File: src/rtl/sched_pkg.sv
package sched_pkg;

    typedef enum logic [2:0] {
        ST_READ    = 3'd0,
        ST_RTW     = 3'd1,
        ST_WRITE   = 3'd2,
        ST_WTR     = 3'd3,
        ST_REFRESH = 3'd4
    } sched_state_e;

    localparam logic [1:0] SLOT_IDLE = 2'd0;
    localparam logic [1:0] SLOT_CMD  = 2'd1;
    localparam logic [1:0] SLOT_REQ  = 2'd2;
    localparam logic [1:0] SLOT_REF  = 2'd3;

endpackage

File: src/rtl/spacing_timer.sv
module spacing_timer #(
    parameter int LIMIT = 4
) (
    input  logic clk,
    input  logic rst_n,
    input  logic fire,
    output logic ok
);
    localparam int CW   = $clog2(LIMIT + 2);
    localparam int LOAD = (LIMIT > 1) ? LIMIT - 1 : 0;

    logic [CW-1:0] cnt_d, cnt_q;

    always_comb begin
        cnt_d = cnt_q;
        if (fire) begin
            cnt_d = CW'(LOAD);
        end else if (cnt_q != '0) begin
            cnt_d = cnt_q - CW'(1);
        end
    end

    always_ff @(posedge clk) begin
        if (!rst_n) cnt_q <= '0;
        else        cnt_q <= cnt_d;
    end

    assign ok = (cnt_q == '0);

    generate
        if (LIMIT > 1) begin : g_gap_chk
            assert_gap_R7_R8: assert property (@(posedge clk) disable iff (!rst_n)
                fire |=> !ok);
        end
    endgenerate

endmodule

File: src/rtl/sched_fsm.sv
module sched_fsm
    import sched_pkg::*;
#(
    parameter int READ_LATENCY = 5,
    parameter int WTR_LATENCY  = 5,
    parameter int READ_TIME    = 32,
    parameter int WRITE_TIME   = 16
) (
    input  logic         clk,
    input  logic         rst_n,
    input  logic         read_avail,
    input  logic         write_avail,
    input  logic         refresh_valid,
    input  logic         all_granted,
    output sched_state_e state,
    output logic         ref_fire
);
    localparam int RTW_WAIT = (READ_LATENCY >= 2) ? READ_LATENCY - 2 : 0;
    localparam int WTR_WAIT = (WTR_LATENCY >= 2) ? WTR_LATENCY - 2 : 0;
    localparam int MAXW     = (RTW_WAIT > WTR_WAIT) ? RTW_WAIT : WTR_WAIT;
    localparam int WW       = $clog2(MAXW + 2);
    localparam int MAXD     = (READ_TIME > WRITE_TIME) ? READ_TIME : WRITE_TIME;
    localparam int DW       = $clog2(MAXD + 2);

    typedef struct packed {
        sched_state_e    st;
        logic [WW-1:0]   wait_cnt;
        logic [DW-1:0]   dir_cnt;
    } fsm_t;

    fsm_t fsm_d, fsm_q;

    always_comb begin
        fsm_d = fsm_q;
        if ((fsm_q.st == ST_READ || fsm_q.st == ST_WRITE) && fsm_q.dir_cnt != '0) begin
            fsm_d.dir_cnt = fsm_q.dir_cnt - DW'(1);
        end
        unique case (fsm_q.st)
            ST_READ: begin
                if (refresh_valid) begin
                    fsm_d.st = ST_REFRESH;
                end else if (write_avail && (!read_avail || fsm_q.dir_cnt == '0)) begin
                    fsm_d.st       = ST_RTW;
                    fsm_d.wait_cnt = WW'(RTW_WAIT);
                end
            end
            ST_RTW: begin
                if (fsm_q.wait_cnt == '0) begin
                    fsm_d.st      = ST_WRITE;
                    fsm_d.dir_cnt = DW'(WRITE_TIME - 1);
                end else begin
                    fsm_d.wait_cnt = fsm_q.wait_cnt - WW'(1);
                end
            end
            ST_WRITE: begin
                if (refresh_valid ||
                    (read_avail && (!write_avail || fsm_q.dir_cnt == '0))) begin
                    fsm_d.st       = ST_WTR;
                    fsm_d.wait_cnt = WW'(WTR_WAIT);
                end
            end
            ST_WTR: begin
                if (fsm_q.wait_cnt == '0) begin
                    fsm_d.st      = ST_READ;
                    fsm_d.dir_cnt = DW'(READ_TIME - 1);
                end else begin
                    fsm_d.wait_cnt = fsm_q.wait_cnt - WW'(1);
                end
            end
            ST_REFRESH: begin
                if (!refresh_valid || all_granted) begin
                    fsm_d.st      = ST_READ;
                    fsm_d.dir_cnt = DW'(READ_TIME - 1);
                end
            end
            default: fsm_d.st = ST_READ;
        endcase
    end

    always_ff @(posedge clk) begin
        if (!rst_n) begin
            fsm_q.st       <= ST_READ;
            fsm_q.wait_cnt <= '0;
            fsm_q.dir_cnt  <= '0;
        end else begin
            fsm_q <= fsm_d;
        end
    end

    assign state    = fsm_q.st;
    assign ref_fire = (fsm_q.st == ST_REFRESH) && refresh_valid && all_granted;

    assert_rtw_path_R2: assert property (@(posedge clk) disable iff (!rst_n)
        (fsm_q.st == ST_WRITE && $past(fsm_q.st) != ST_WRITE) |-> $past(fsm_q.st) == ST_RTW);

    assert_wtr_path_R3: assert property (@(posedge clk) disable iff (!rst_n)
        (fsm_q.st == ST_WRITE && !refresh_valid && read_avail && !write_avail)
        |=> fsm_q.st == ST_WTR);

    assert_starve_bound_R4: assert property (@(posedge clk) disable iff (!rst_n)
        (fsm_q.st == ST_WRITE && fsm_q.dir_cnt == '0 && read_avail) |=> fsm_q.st != ST_WRITE);

    assert_read_hold_R5: assert property (@(posedge clk) disable iff (!rst_n)
        (fsm_q.st == ST_READ && !write_avail && !refresh_valid) |=> fsm_q.st == ST_READ);

    assert_ref_wait_R11: assert property (@(posedge clk) disable iff (!rst_n)
        (fsm_q.st == ST_REFRESH && refresh_valid && !all_granted) |=> fsm_q.st == ST_REFRESH);

endmodule

File: src/rtl/phase_steer.sv
module phase_steer
    import sched_pkg::*;
#(
    parameter int NPHASES   = 2,
    parameter int RD_PH     = 0,
    parameter int RD_CMD_PH = 1,
    parameter int WR_PH     = 1,
    parameter int WR_CMD_PH = 0
) (
    input  sched_state_e           state,
    input  logic                   cmd_valid,
    input  logic                   req_valid,
    input  logic                   ref_fire,
    output logic [2*NPHASES-1:0]   sel
);
    function automatic logic [1:0] pick(input bit is_data, input bit is_cmd,
                                        input logic cv, input logic rv);
        logic [1:0] s;
        s = SLOT_IDLE;
        if (is_cmd && cv)       s = SLOT_CMD;
        else if (is_data && rv) s = SLOT_REQ;
        return s;
    endfunction

    generate
        for (genvar p = 0; p < NPHASES; p++) begin : g_phase
            localparam bit RD_D = (p == RD_PH);
            localparam bit RD_C = (p == RD_CMD_PH);
            localparam bit WR_D = (p == WR_PH);
            localparam bit WR_C = (p == WR_CMD_PH);
            localparam bit REF0 = (p == 0);
            logic [1:0] slot_d;
            always_comb begin
                slot_d = SLOT_IDLE;
                unique case (state)
                    ST_READ:    slot_d = pick(RD_D, RD_C, cmd_valid, req_valid);
                    ST_WRITE:   slot_d = pick(WR_D, WR_C, cmd_valid, req_valid);
                    ST_REFRESH: slot_d = (REF0 && ref_fire) ? SLOT_REF : SLOT_IDLE;
                    default:    slot_d = SLOT_IDLE;
                endcase
            end
            assign sel[2*p +: 2] = slot_d;
        end
    endgenerate

endmodule

File: src/rtl/dram_turnaround_sched.sv
module dram_turnaround_sched
    import sched_pkg::*;
#(
    parameter int NPHASES      = 2,
    parameter int RD_PH        = 0,
    parameter int RD_CMD_PH    = 1,
    parameter int WR_PH        = 1,
    parameter int WR_CMD_PH    = 0,
    parameter int READ_LATENCY = 5,
    parameter int CWL          = 3,
    parameter int T_WTR        = 2,
    parameter int T_CCD        = 1,
    parameter int T_RRD        = 0,
    parameter int READ_TIME    = 32,
    parameter int WRITE_TIME   = 16,
    parameter int NBANKS       = 8
) (
    input  logic                  clk,
    input  logic                  rst_n,
    input  logic                  read_avail,
    input  logic                  write_avail,
    input  logic                  cmd_valid,
    input  logic                  req_valid,
    input  logic                  act_fire,
    input  logic                  cas_fire,
    input  logic                  refresh_valid,
    input  logic [NBANKS-1:0]     refresh_gnt,
    output logic                  want_cmds,
    output logic                  want_acts,
    output logic                  want_reads,
    output logic                  want_writes,
    output logic [2*NPHASES-1:0]  steer_sel,
    output logic                  refresh_req,
    output logic                  refresh_ack,
    output logic [2:0]            mode
);
    localparam int  WR_LAT      = (CWL + NPHASES - 1) / NPHASES;
    localparam int  WTR_LATENCY = T_WTR + WR_LAT + T_CCD;
    localparam bit  RD_SHARED   = (RD_PH == RD_CMD_PH);
    localparam bit  WR_SHARED   = (WR_PH == WR_CMD_PH);

    sched_state_e state;
    logic         ref_fire;
    logic         act_ok;
    logic         cas_ok;

    sched_fsm #(
        .READ_LATENCY (READ_LATENCY),
        .WTR_LATENCY  (WTR_LATENCY),
        .READ_TIME    (READ_TIME),
        .WRITE_TIME   (WRITE_TIME)
    ) u_fsm (
        .clk           (clk),
        .rst_n         (rst_n),
        .read_avail    (read_avail),
        .write_avail   (write_avail),
        .refresh_valid (refresh_valid),
        .all_granted   (&refresh_gnt),
        .state         (state),
        .ref_fire      (ref_fire)
    );

    spacing_timer #(.LIMIT(T_RRD)) u_rrd (
        .clk (clk), .rst_n (rst_n), .fire (act_fire), .ok (act_ok)
    );

    spacing_timer #(.LIMIT(T_CCD)) u_ccd (
        .clk (clk), .rst_n (rst_n), .fire (cas_fire), .ok (cas_ok)
    );

    phase_steer #(
        .NPHASES   (NPHASES),
        .RD_PH     (RD_PH),
        .RD_CMD_PH (RD_CMD_PH),
        .WR_PH     (WR_PH),
        .WR_CMD_PH (WR_CMD_PH)
    ) u_steer (
        .state     (state),
        .cmd_valid (cmd_valid),
        .req_valid (req_valid),
        .ref_fire  (ref_fire),
        .sel       (steer_sel)
    );

    logic in_rd, in_wr;
    assign in_rd = (state == ST_READ);
    assign in_wr = (state == ST_WRITE);

    assign want_cmds   = in_rd || in_wr;
    assign want_acts   = (in_rd || in_wr) && act_ok;
    assign want_reads  = in_rd && cas_ok && !(RD_SHARED && cmd_valid);
    assign want_writes = in_wr && cas_ok && !(WR_SHARED && cmd_valid);
    assign refresh_req = (state == ST_REFRESH);
    assign refresh_ack = ref_fire;
    assign mode        = state;

    assert_one_dir_R6: assert property (@(posedge clk) disable iff (!rst_n)
        !(want_reads && want_writes));

    assert_refresh_gate_R11: assert property (@(posedge clk) disable iff (!rst_n)
        refresh_ack |-> ((&refresh_gnt) && refresh_req && !want_cmds));

    generate
        for (genvar p = 1; p < NPHASES; p++) begin : g_ref_slot
            assert_ref_phase0_R11: assert property (@(posedge clk) disable iff (!rst_n)
                steer_sel[2*p +: 2] != SLOT_REF);
        end
    endgenerate

endmodule

File: config.mk
export PLATFORM = sky130hd
export DESIGN_NAME = dram_turnaround_sched
export DESIGN_NICKNAME = d
export VERILOG_FILES = /design/src/rtl/sched_pkg.sv /design/src/rtl/spacing_timer.sv /design/src/rtl/sched_fsm.sv /design/src/rtl/phase_steer.sv /design/src/rtl/dram_turnaround_sched.sv
export SDC_FILE = /design/constraint.sdc
export NUM_CORES = 1
export LEC_CHECK = 0
export BUFFER_PORTS_ARGS = -buffer_cell sky130_fd_sc_hd__buf_2
export CAP_MARGIN = 25
export CELL_PAD_IN_SITES_DETAIL_PLACEMENT = 0
export CELL_PAD_IN_SITES_GLOBAL_PLACEMENT = 1
export CORE_MARGIN = 2
export CORE_UTILIZATION = 36
export CTS_CLUSTER_SIZE = 20
export DETAILED_ROUTE_END_ITERATION = 6
export PLACE_DENSITY = 0.87
export SKIP_CTS_REPAIR_TIMING = 1
export SLEW_MARGIN = 25
export SYNTH_ARGS = -nofsm -noshare
export SYNTH_HDL_FRONTEND = slang
export SYNTH_SLANG_ARGS = --single-unit
File: constraint.sdc
create_clock -name clk -period 2.6 [get_ports clk]
set_clock_uncertainty 0.15 [all_clocks]
set_input_delay 0 -clock clk [delete_from_list [all_inputs] [get_ports clk]]
set_output_delay 0 -clock clk [all_outputs]
set_load 0.05 [all_outputs]
==> flow_metrics.tcl, run 1 <==
set metrics [dict create \
    syn_inst 107 \
    syn_area_um2 932 \
    vias_per_cell 4.95 \
    critical_path_buf_inv_count 0 \
    synth_cell_type_count 38 \
    synth_top_family_by_area "simple AND/OR/NAND/NOR gates" \
    synth-simple-area-share_pct 27.8 \
    final_antenna_net_count 0 \
    cts_tree "done" \
    r2r_end "u_fsm.fsm_q[8]" \
    setup-violations-final 0 \
    drtIter0Drc 11 \
    path_delay_family "compound AO/OA/AOI/OAI gates" \
    violations "hold timing" \
    final_max_slew_viol_count 0 \
    grt_util_all_layers_pct 14.2 \
    gr-total-overflow 0 \
    die_w_um 54.9 \
    path_cells "nor2_1 > a221o_1 > a211oi_4 > o21ai_1 > a32o_1" \
    worstSetupStartpointType "flop" \
    cp_slowest_stage_delay_ns 0.62 \
    syn_nets 129 \
    rows 18 \
    cts_made_buffers 3 \
    fin_setup_tns_ns 0 \
    place_ws_ns 0.504 \
    required_ns 2.64 \
    crit_type "reg -> reg" \
    status "complete, but fails checks" \
    crit_start "u_fsm.state[0]" \
    synth_compound_area_share_pct 20.0 \
    path_depth 5 \
    worst_setup_path_end_kind "flop" \
    drive_above_1_share_pct 29.5 \
    worst_path_max_delay_cell "dfxtp_1" \
    gp_congestion 0.761 \
    die_area_um2 3010 \
    dp_hpwl_um 1470 \
    ir_drop_mv 0.438 \
    worst_slack_ns 0.469 \
    yosys_warnings 0 \
    cts.path.max_buffers 2 \
    rsz0062_at_grt "no" \
    cts-htree-levels 1 \
    r2r-start "u_fsm.state[0]" \
    fin_crit_sh_pct 81.9 \
    synth-seq-cells 15 \
    synth.avg_cell_area_um2 8.71 \
    wire_per_inst_um 12.1 \
    drv_cap 0 \
    vias 836 \
    p_leak_nw 0.513 \
    final_net_count 162 \
    wl_um 2050 \
    hold_viol 1 \
    clk_pin_slew_ns 0.09 \
    areaGrowthSynthToFinish_pct 23.2 \
    numPortBuffers 28 \
    clock-root-buffer "clkbuf_4" \
    holdWs_ns -0.0271 \
    synth_seq_area_share_pct 32.2 \
    grt_start_max_net_pins 12 \
    period_needed_ns 2.13 \
    crit_path_end "u_fsm.fsm_q[8]" \
    yosys.area.top_type_share_pct 32.2 \
    cp_data_arrival_time_ns 2.17 \
    io_pins 30 \
    worstHoldPathType "in -> reg" \
    initial_core_util_pct 38.0 \
    num_antenna_cells 0 \
    r2r_setup_slack_ns 0.47 \
    synth_fa_ha_area_share_pct 6.71 \
    antenna_found_initial 0 \
    nFillCells 245 \
    worst-path-max-fanout 11 \
    die_h_um 54.9 \
    fmax_ghz 0.469 \
    grt_pass1_vias 647 \
    synth.largest_area_cell "dfxtp_1" \
    grt_pass1_wl_um 2900 \
    r2r_cells 5 \
    drt_pass1_iterations 4 \
    muxShareOfSynthArea_pct 0 \
    synth.area.top_cells "dfxtp_1 32%, ha_1 6.7%, and2_1 3.4%" \
    worstSkewPairLatency_ns 0.29 \
    synth_xor_area_share_pct 4.70 \
    pwr_density_cell_nw_per_um2 935 \
    drc_errors 0 \
    coreArea_um2 2450 \
    cts_sinks 15 \
]
## report_power, final
part | total (mW) | internal, mW | switching, mW
clock | 0.138 | 0.0573 | 0.0803
sequential | 0.365 | 0.290 | 0.0743
combinational | 0.571 | 0.232 | 0.339
## per-layer routing
metal  vias up  share of wire (%)  GRT usage [%]
li1        440                  -              -
met1       375                 44           17.7
met2        16                 49           21.4
met3         5                3.8           2.46
met4         0                2.9           11.3
met5         -                  0              0
## logic make-up (layout without fill, tap and decap cells)
kind of cell | count (synthesis) | in the layout
other cells | 1 | 1
flops | 15 | 15
xor+xnor | 5 | 5
fa+ha+maj | 5 | 5
buf+inv | 14 | 46
compound gates | 24 | 24
simple gates | 43 | 43
## worst register-to-register path, stage by stage, from the launching register on
cell and delay [ns]:
dfxtp_1 0.62, nor2_1 0.11, a221o_1 0.40, a211oi_4 0.36, o21ai_1 0.12, a32o_1 0.27
## stage by stage
step / instance area (µm²) / total power, mW / std cells / hold slack [ns] / utilization [%]
floorplan: 932 / 0.835 / 107 / -0.0283 / -
global placement: 1070 / 0.916 / 160 / 0.136 / 43.6
detailed placement: 1070 / 0.934 / 160 / 0.144 / 43.6
CTS: 1100 / 1.08 / 164 / -0.176 / 44.8
global route: 1150 / 1.16 / 169 / 0.0245 / 46.8
finish: 1150 / 1.07 / 169 / -0.0271 / 46.8
## cells in the mapped netlist, drive strengths merged
cell type  number
dfxtp          15
inv             8
nor2            8
nand2           7
a21oi           6
buf             6
and2            5
ha              5
and3            4
nor3            4
o21ai           4
nor2b           3
or3             3
xnor2           3
a211oi          2
a21boi          2
a311oi          2
a31oi           2
and4b           2
nand2b          2
nand4           2
xor2            2
a2111oi         1
a21o            1
a221o           1
a31o            1
a32o            1
conb            1
nand3           1
nor3b           1
o21a            1
or4             1
## area by class of cell
type	instances	area, µm²	share of cell area [%]
clock buffers	3	22.5	1.96
inverters	8	30.0	2.61
well taps	30	37.5	3.27
repair buffers	34	198	17.2
clock inverters	1	5.00	0.436
flip-flops and latches	15	300	26.1
multi-input cells	78	556	48.4
## registers in the layout, indices dropped and copies added, names as in the netlist
signal / cells
u_fsm.fsm_q: 9
u_ccd.cnt_q: 2
u_rrd.cnt_q: 1
u_fsm.state: 3
## worst min path at each step
stage / from / to / cells past startpoint
floorplan: rst_n / u_fsm.state[0] / 1
global placement: cas_fire / u_ccd.cnt_q[0] / 3
detailed placement: cas_fire / u_ccd.cnt_q[1] / 3
CTS: refresh_valid / u_fsm.state[2] / 3
global route: refresh_gnt[7] / u_fsm.state[2] / 4
finish: refresh_gnt[7] / u_fsm.state[2] / 4
## placed cells by master, fill, tap and decap left out, drive strengths merged, types with 2 or more instances in the layout
cell type	instances
nor3	4
nand2b	2
and4b	2
or3	3
inv	8
nor2b	3
o21ai	4
buf	29
a21oi	6
dfxtp	15
a21boi	2
xnor2	3
clkbuf	3
and3	4
ha	5
xor2	2
dlygate4sd3	5
nand4	2
and2	5
nor2	8
a31oi	2
nand2	7
a211oi	2
a311oi	2
Power figures use the tool's default switching activity.
==> run 2: changes to the inputs <==
clock period = 2 ns   (was 2.6 ns; I/O delays follow)
==> run 2 against run 1 <==
  * The run still ends with hold timing left
  * Die area did not move
  * Critical path type unchanged
  * Combinational power rose by 61%
  * Core utilization rose by 4.3 points
  * Sequential share of layout area fell by 1.8 points
  * Sequential power rose by 31%
  * First-iteration DRC count rose by 73%
  * Global-route usage rose by 1.0 points
==> flow_metrics.tcl, run 2 (synthesis results as in run 1) <==
set metrics [dict create \
    status "complete, but fails checks" \
    violations "hold timing" \
    ir_drop_mv 0.546 \
    rows 18 \
    grt_pass1_vias 805 \
    dp_hpwl_um 1700 \
    required_ns 2.03 \
    gp_congestion 0.764 \
    layout.cells.non_filler 179 \
    setup-violations-final 0 \
    worstHoldPathType "in -> reg" \
    final_common_cell "buf_2" \
    vias 888 \
    largest_reg_flops 9 \
    final_max_slew_viol_count 0 \
    final_area_um2 1250 \
    cp_slowest_stage_delay_ns 0.35 \
    die_area_um2 3010 \
    worstSetupStartpointType "flop" \
    largest-register "u_fsm.fsm_q" \
    cts_sinks 15 \
    clk_pin_slew_ns 0.10 \
    numPortBuffers 28 \
    grt_pass1_wl_um 3240 \
    drv_cap 0 \
    num_antenna_cells 0 \
    place_area_um2 1130 \
    wire_per_inst_um 12.4 \
    cts_made_buffers 3 \
    gr-total-overflow 0 \
    dp_cells 167 \
    areaGrowthSynthToFinish_pct 34.6 \
    fin_crit_sh_pct 96.8 \
    period_needed_ns 1.94 \
    final_cell_mix "28 x buf_2, 11 x buf_4, 11 x dfxtp_1" \
    grt_util_all_layers_pct 15.3 \
    hold_viol 1 \
    final_antenna_net_count 0 \
    vias_per_cell 4.96 \
    path_delay_family "compound AO/OA/AOI/OAI gates" \
    worstSkewPairLatency_ns 0.28 \
    clock-root-buffer "clkbuf_4" \
    cp_data_arrival_time_ns 1.97 \
    cts-htree-levels 1 \
    drt_pass1_iterations 4 \
    min_path_cells 4 \
    worst_slack_ns 0.0632 \
    place_ws_ns -0.0129 \
    pwr_density_cell_nw_per_um2 1250 \
    grt_start_max_net_pins 10 \
    drive_above_1_share_pct 42.3 \
    worst_setup_path_end_kind "flop" \
    holdWs_ns -0.0193 \
    nFillCells 244 \
    r2r_cells 8 \
    p_leak_nw 0.572 \
    coreArea_um2 2450 \
    die_h_um 54.9 \
    fin_setup_tns_ns 0 \
    worst_path_max_delay_cell "dfxtp_2" \
    fmax_ghz 0.516 \
    path_cells "inv_1 > ha_2 > nor2b_4 > a221o_1 > a211oi_4 > buf_4 > a31oi_1 > o21a_1" \
    die_w_um 54.9 \
    drc_errors 0 \
    initial_core_util_pct 38.0 \
    cts.path.max_buffers 2 \
    cts_tree "done" \
    io_pins 30 \
    drtIter0Drc 19 \
    wl_um 2230 \
    final_net_count 172 \
    crit_type "reg -> reg" \
    worst-path-max-fanout 5 \
    antenna_found_initial 0 \
    path_depth 8 \
    p_total_mw 1.57 \
    critical_path_buf_inv_count 2 \
]
-- run 2: cell types whose count changed in the layout (fill, tap and decap cells not counted), moves of 2 or more --
cell and delta:
dfxtp_1 -4, inv_2 +2, buf_4 +10, inv_1 -2, dfxtp_2 +4, ha_1 -2, ha_2 +2
-- run 2: final cells by class --
type                       count  area [µm²]  share of cell area (%)
multi-input combinational     78         582                    46.4
tap                           30        37.5                    2.99
clock buffer                   3        22.5                    1.79
timing repair buffer          44         273                    21.7
inverter                       8        30.0                    2.39
sequential                    15         305                    24.3
clock inverter                 1        5.00                   0.399
-- run 2: final timing paths --
check | from | end | slack [ns]
setup reg to reg | u_fsm.fsm_q[6] | u_fsm.fsm_q[6] | 0.06
hold / removal | refresh_gnt[7] | u_fsm.state[2] | -0.02
hold reg to reg | u_ccd.cnt_q[1] | u_ccd.cnt_q[1] | 0.36
setup / recovery | u_fsm.fsm_q[6] | u_fsm.fsm_q[6] | 0.06
-- run 2: worst min-delay path, delay by kind of cell --
kind / cells / cell delay, ns
AND/OR/NAND/NOR: 2 / 0.20
AO/OA/AOI/OAI: 1 / 0.09
buffers and inverters: 1 / 0.07
-- run 2: per-layer routing --
metal / up-vias / track usage [%] / routed length, µm
met5: - / 0 / 0
met4: 0 / 7.50 / 19
met3: 2 / 2.46 / 131
met2: 24 / 27.2 / 1130
met1: 403 / 17.4 / 944
li1: 459 / - / -
-- run 2: power by group --
part	total [mW]	internal, mW	switching (mW)
logic	0.920	0.417	0.503
registers	0.478	0.384	0.0939
clock network	0.177	0.0741	0.103
total	1.57	0.875	0.699
-- run 2: metrics by stage --
step / hold WS, ns / utilization, %
2_1_floorplan: -0.0283 / -
3_3_place_gp: 0.120 / 45.9
3_5_place_dp: 0.140 / 45.9
4_1_cts: -0.166 / 47.0
5_1_grt: 0.0381 / 51.1
6_report: -0.0193 / 51.1
==> run 3: changes to the inputs <==
ABC_AREA = 1   (was default)
CORE_UTILIZATION = 33   (was 36)
CTS_CLUSTER_SIZE = 10   (was 20)
PLACE_DENSITY = 0.85   (was 0.87)
==> run 3 against run 2 <==
  * The run now ends clean
  * First-iteration DRC count grew 74%
  * Via count grew 9.0%
  * Clock power grew 6%
  * Critical path type unchanged
==> flow_metrics.tcl, run 3 <==
set metrics [dict create \
    largest-register "u_fsm.fsm_q" \
    grt_util_all_layers_pct 13.1 \
    synthTopCellsByCount "40 x nand2_1, 23 x nor2_1, 18 x inv_1" \
    period_needed_ns 1.73 \
    syn_nets 168 \
    worst-path-max-fanout 9 \
    antenna_found_initial 0 \
    grt_util_met2_pct 20.3 \
    largest_reg_flops 9 \
    critical_path_buf_inv_count 2 \
    vias_per_cell 4.63 \
    worst_setup_path_end_kind "flop" \
    synth_top_family_by_area "simple AND/OR/NAND/NOR gates" \
    vias 968 \
    final_antenna_net_count 0 \
    r2r_setup_slack_ns 0.27 \
    final_util_pct 42.3 \
    synth_edf_count 0 \
    final_net_count 201 \
    r2r_end "u_fsm.fsm_q[1]" \
    path_delay_family "buffers and inverters" \
    drv_cap 0 \
    place_area_um2 1100 \
    muxShareOfSynthArea_pct 0 \
    cts.path.max_buffers 2 \
    synth_compound_area_share_pct 10.2 \
    min_path_cells 6 \
    drt_pass1_iterations 4 \
    cp_slowest_stage_delay_ns 0.33 \
    num_antenna_cells 0 \
    setup-violations-final 0 \
    grt_start_max_net_pins 11 \
    worst_path_max_delay_cell "dfxtp_1" \
    synth_xor_area_share_pct 1.86 \
    worstSetupStartpointType "flop" \
    synth-seq-cells 15 \
    p_comb_share_pct 63.8 \
    yosys.area.top_type_share_pct 31.9 \
    final_cell_mix "40 x nand2_1, 28 x buf_2, 23 x nor2_1" \
    cts_made_buffers 3 \
    areaGrowthSynthToFinish_pct 22.7 \
    path_depth 7 \
    fin_setup_tns_ns 0 \
    cts_tree "done" \
    drc_errors 0 \
    r2r-start "u_fsm.fsm_q[0]" \
    coreArea_um2 2730 \
    clock-root-buffer "clkbuf_4" \
    synth-simple-area-share_pct 38.2 \
    p_leak_nw 0.593 \
    final_area_um2 1160 \
    gr-total-overflow 0 \
    status "finished, final reports clean" \
    io_pins 30 \
    initial_core_util_pct 34.5 \
    worstSkewPairLatency_ns 0.30 \
    pwr-share-clk_pct 10.2 \
    wl_um 2110 \
    drtIter0Drc 33 \
    drive_above_1_share_pct 22.5 \
    yosysMostFrequentCell "nand2_1" \
    syn_area_um2 942 \
    ir_drop_mv 1.07 \
    gp_congestion 0.822 \
    grt_pass1_wl_um 3350 \
    yosys_warnings 0 \
    wire_per_inst_um 10.1 \
    grt_pass1_vias 820 \
    p_int_mw 0.811 \
    crit_type "reg -> reg" \
    die_w_um 57.4 \
    fmax_ghz 0.577 \
    synth.largest_area_cell "dfxtp_1" \
    dp_hpwl_um 1670 \
    final_max_slew_viol_count 0 \
    synth_ff_type "dfxtp_1" \
    seq_power_share_pct 26.0 \
    synth_cell_type_count 24 \
    die_area_um2 3300 \
    gr-usage-met1_pct 16.6 \
    min_from "write_avail" \
    synth-async-reset-ratio_pct 0 \
    grt-busiest-layer "met2" \
    synth_seq_area_share_pct 31.9 \
    required_ns 2.01 \
    synth_fa_ha_area_share_pct 6.64 \
    rows 19 \
    pwr_density_cell_nw_per_um2 1580 \
    p_sw_share_pct 55.7 \
    numPortBuffers 28 \
    final_common_cell "nand2_1" \
    holdPathEnd "u_fsm.state[1]" \
    fin_crit_sh_pct 86.6 \
    grtUsageMet3_pct 5.44 \
    worstHoldPathType "in -> reg" \
    rsz0062_at_grt "no" \
    clk_pin_slew_ns 0.11 \
    r2r_cells 7 \
    p_switching_mw 1.02 \
    synth.area.top_cells "dfxtp_1 32%, nand2_1 16%, nor2_1 9.2%" \
    die_h_um 57.4 \
    synth.avg_cell_area_um2 6.45 \
    cp_data_arrival_time_ns 1.75 \
    cts-htree-levels 1 \
    syn_inst 146 \
    path_cells "inv_1 > ha_1 > nand3_1 > nand2_1 > clkinv_1 > o21ai_0 > a21oi_1" \
    cts_sinks 15 \
    hold_viol 0 \
]
==> run 3: how the worst max path moves through the flow <==
stage	startpoint	to	slack [ns]
2_1_floorplan	u_fsm.state[0]	steer_sel[1]	0.01
3_3_place_gp	u_fsm.fsm_q[0]	u_fsm.fsm_q[1]	0.38
3_5_place_dp	u_fsm.fsm_q[0]	u_fsm.fsm_q[1]	0.33
4_1_cts	u_fsm.fsm_q[0]	u_fsm.fsm_q[1]	0.29
5_1_grt	u_fsm.fsm_q[0]	u_fsm.fsm_q[2]	0.12
6_report	u_fsm.fsm_q[0]	u_fsm.fsm_q[1]	0.27
==> run 3: power groups by stage <==
stage / clock network [mW] / registers [mW] / logic, mW
3_5_place_dp: 0 / 0.483 / 1.16
6_report: 0.187 / 0.476 / 1.17
4_1_cts: 0.190 / 0.477 / 1.16
5_1_grt: 0.206 / 0.491 / 1.29
3_3_place_gp: 0 / 0.479 / 1.14
2_1_floorplan: 0 / 0.462 / 0.969
==> run 3: worst register-to-register path: stages (launching register included) <==
cell and delay (ns):
dfxtp_1 0.33, inv_1 0.15, ha_1 0.18, nand3_1 0.12, nand2_1 0.13, clkinv_1 0.23, o21ai_0 0.22, a21oi_1 0.09
==> run 3: layout make-up <==
class | instances | area [µm²]
fill | 298 | 1580
multi-input combinational | 107 | 541
sequential | 15 | 300
timing repair buffer | 31 | 170
inverter | 21 | 78.8
tap | 31 | 38.8
clock buffer | 3 | 22.5
clock inverter | 1 | 5.00
==> run 3: kinds of logic after synthesis <==
family                     after synthesis
and+or+nand+nor                         82
AOI/OAI and AO/OA                       17
xor gates and xnor gates                 2
adders and majority gates                5
other                                    1
DFF                                     15
buffers and inverters                   24
==> run 3: per-layer routing <==
layer | wire, µm | vias to the layer above
li1 | - | 523
met1 | 994 | 406
met2 | 898 | 35
met3 | 196 | 4
met4 | 22 | 0
met5 | 0 | -
==> run 3: metrics by stage <==
step	setup WS, ns	power (mW)	cells	hold WS [ns]
5_1_grt	0.118	1.99	209	0.104
3_3_place_gp	0.383	1.62	202	0.111
3_5_place_dp	0.327	1.65	202	0.120
2_1_floorplan	0.0109	1.43	146	-0.0296
4_1_cts	0.292	1.83	206	-0.206
6_report	0.268	1.83	209	0.0286
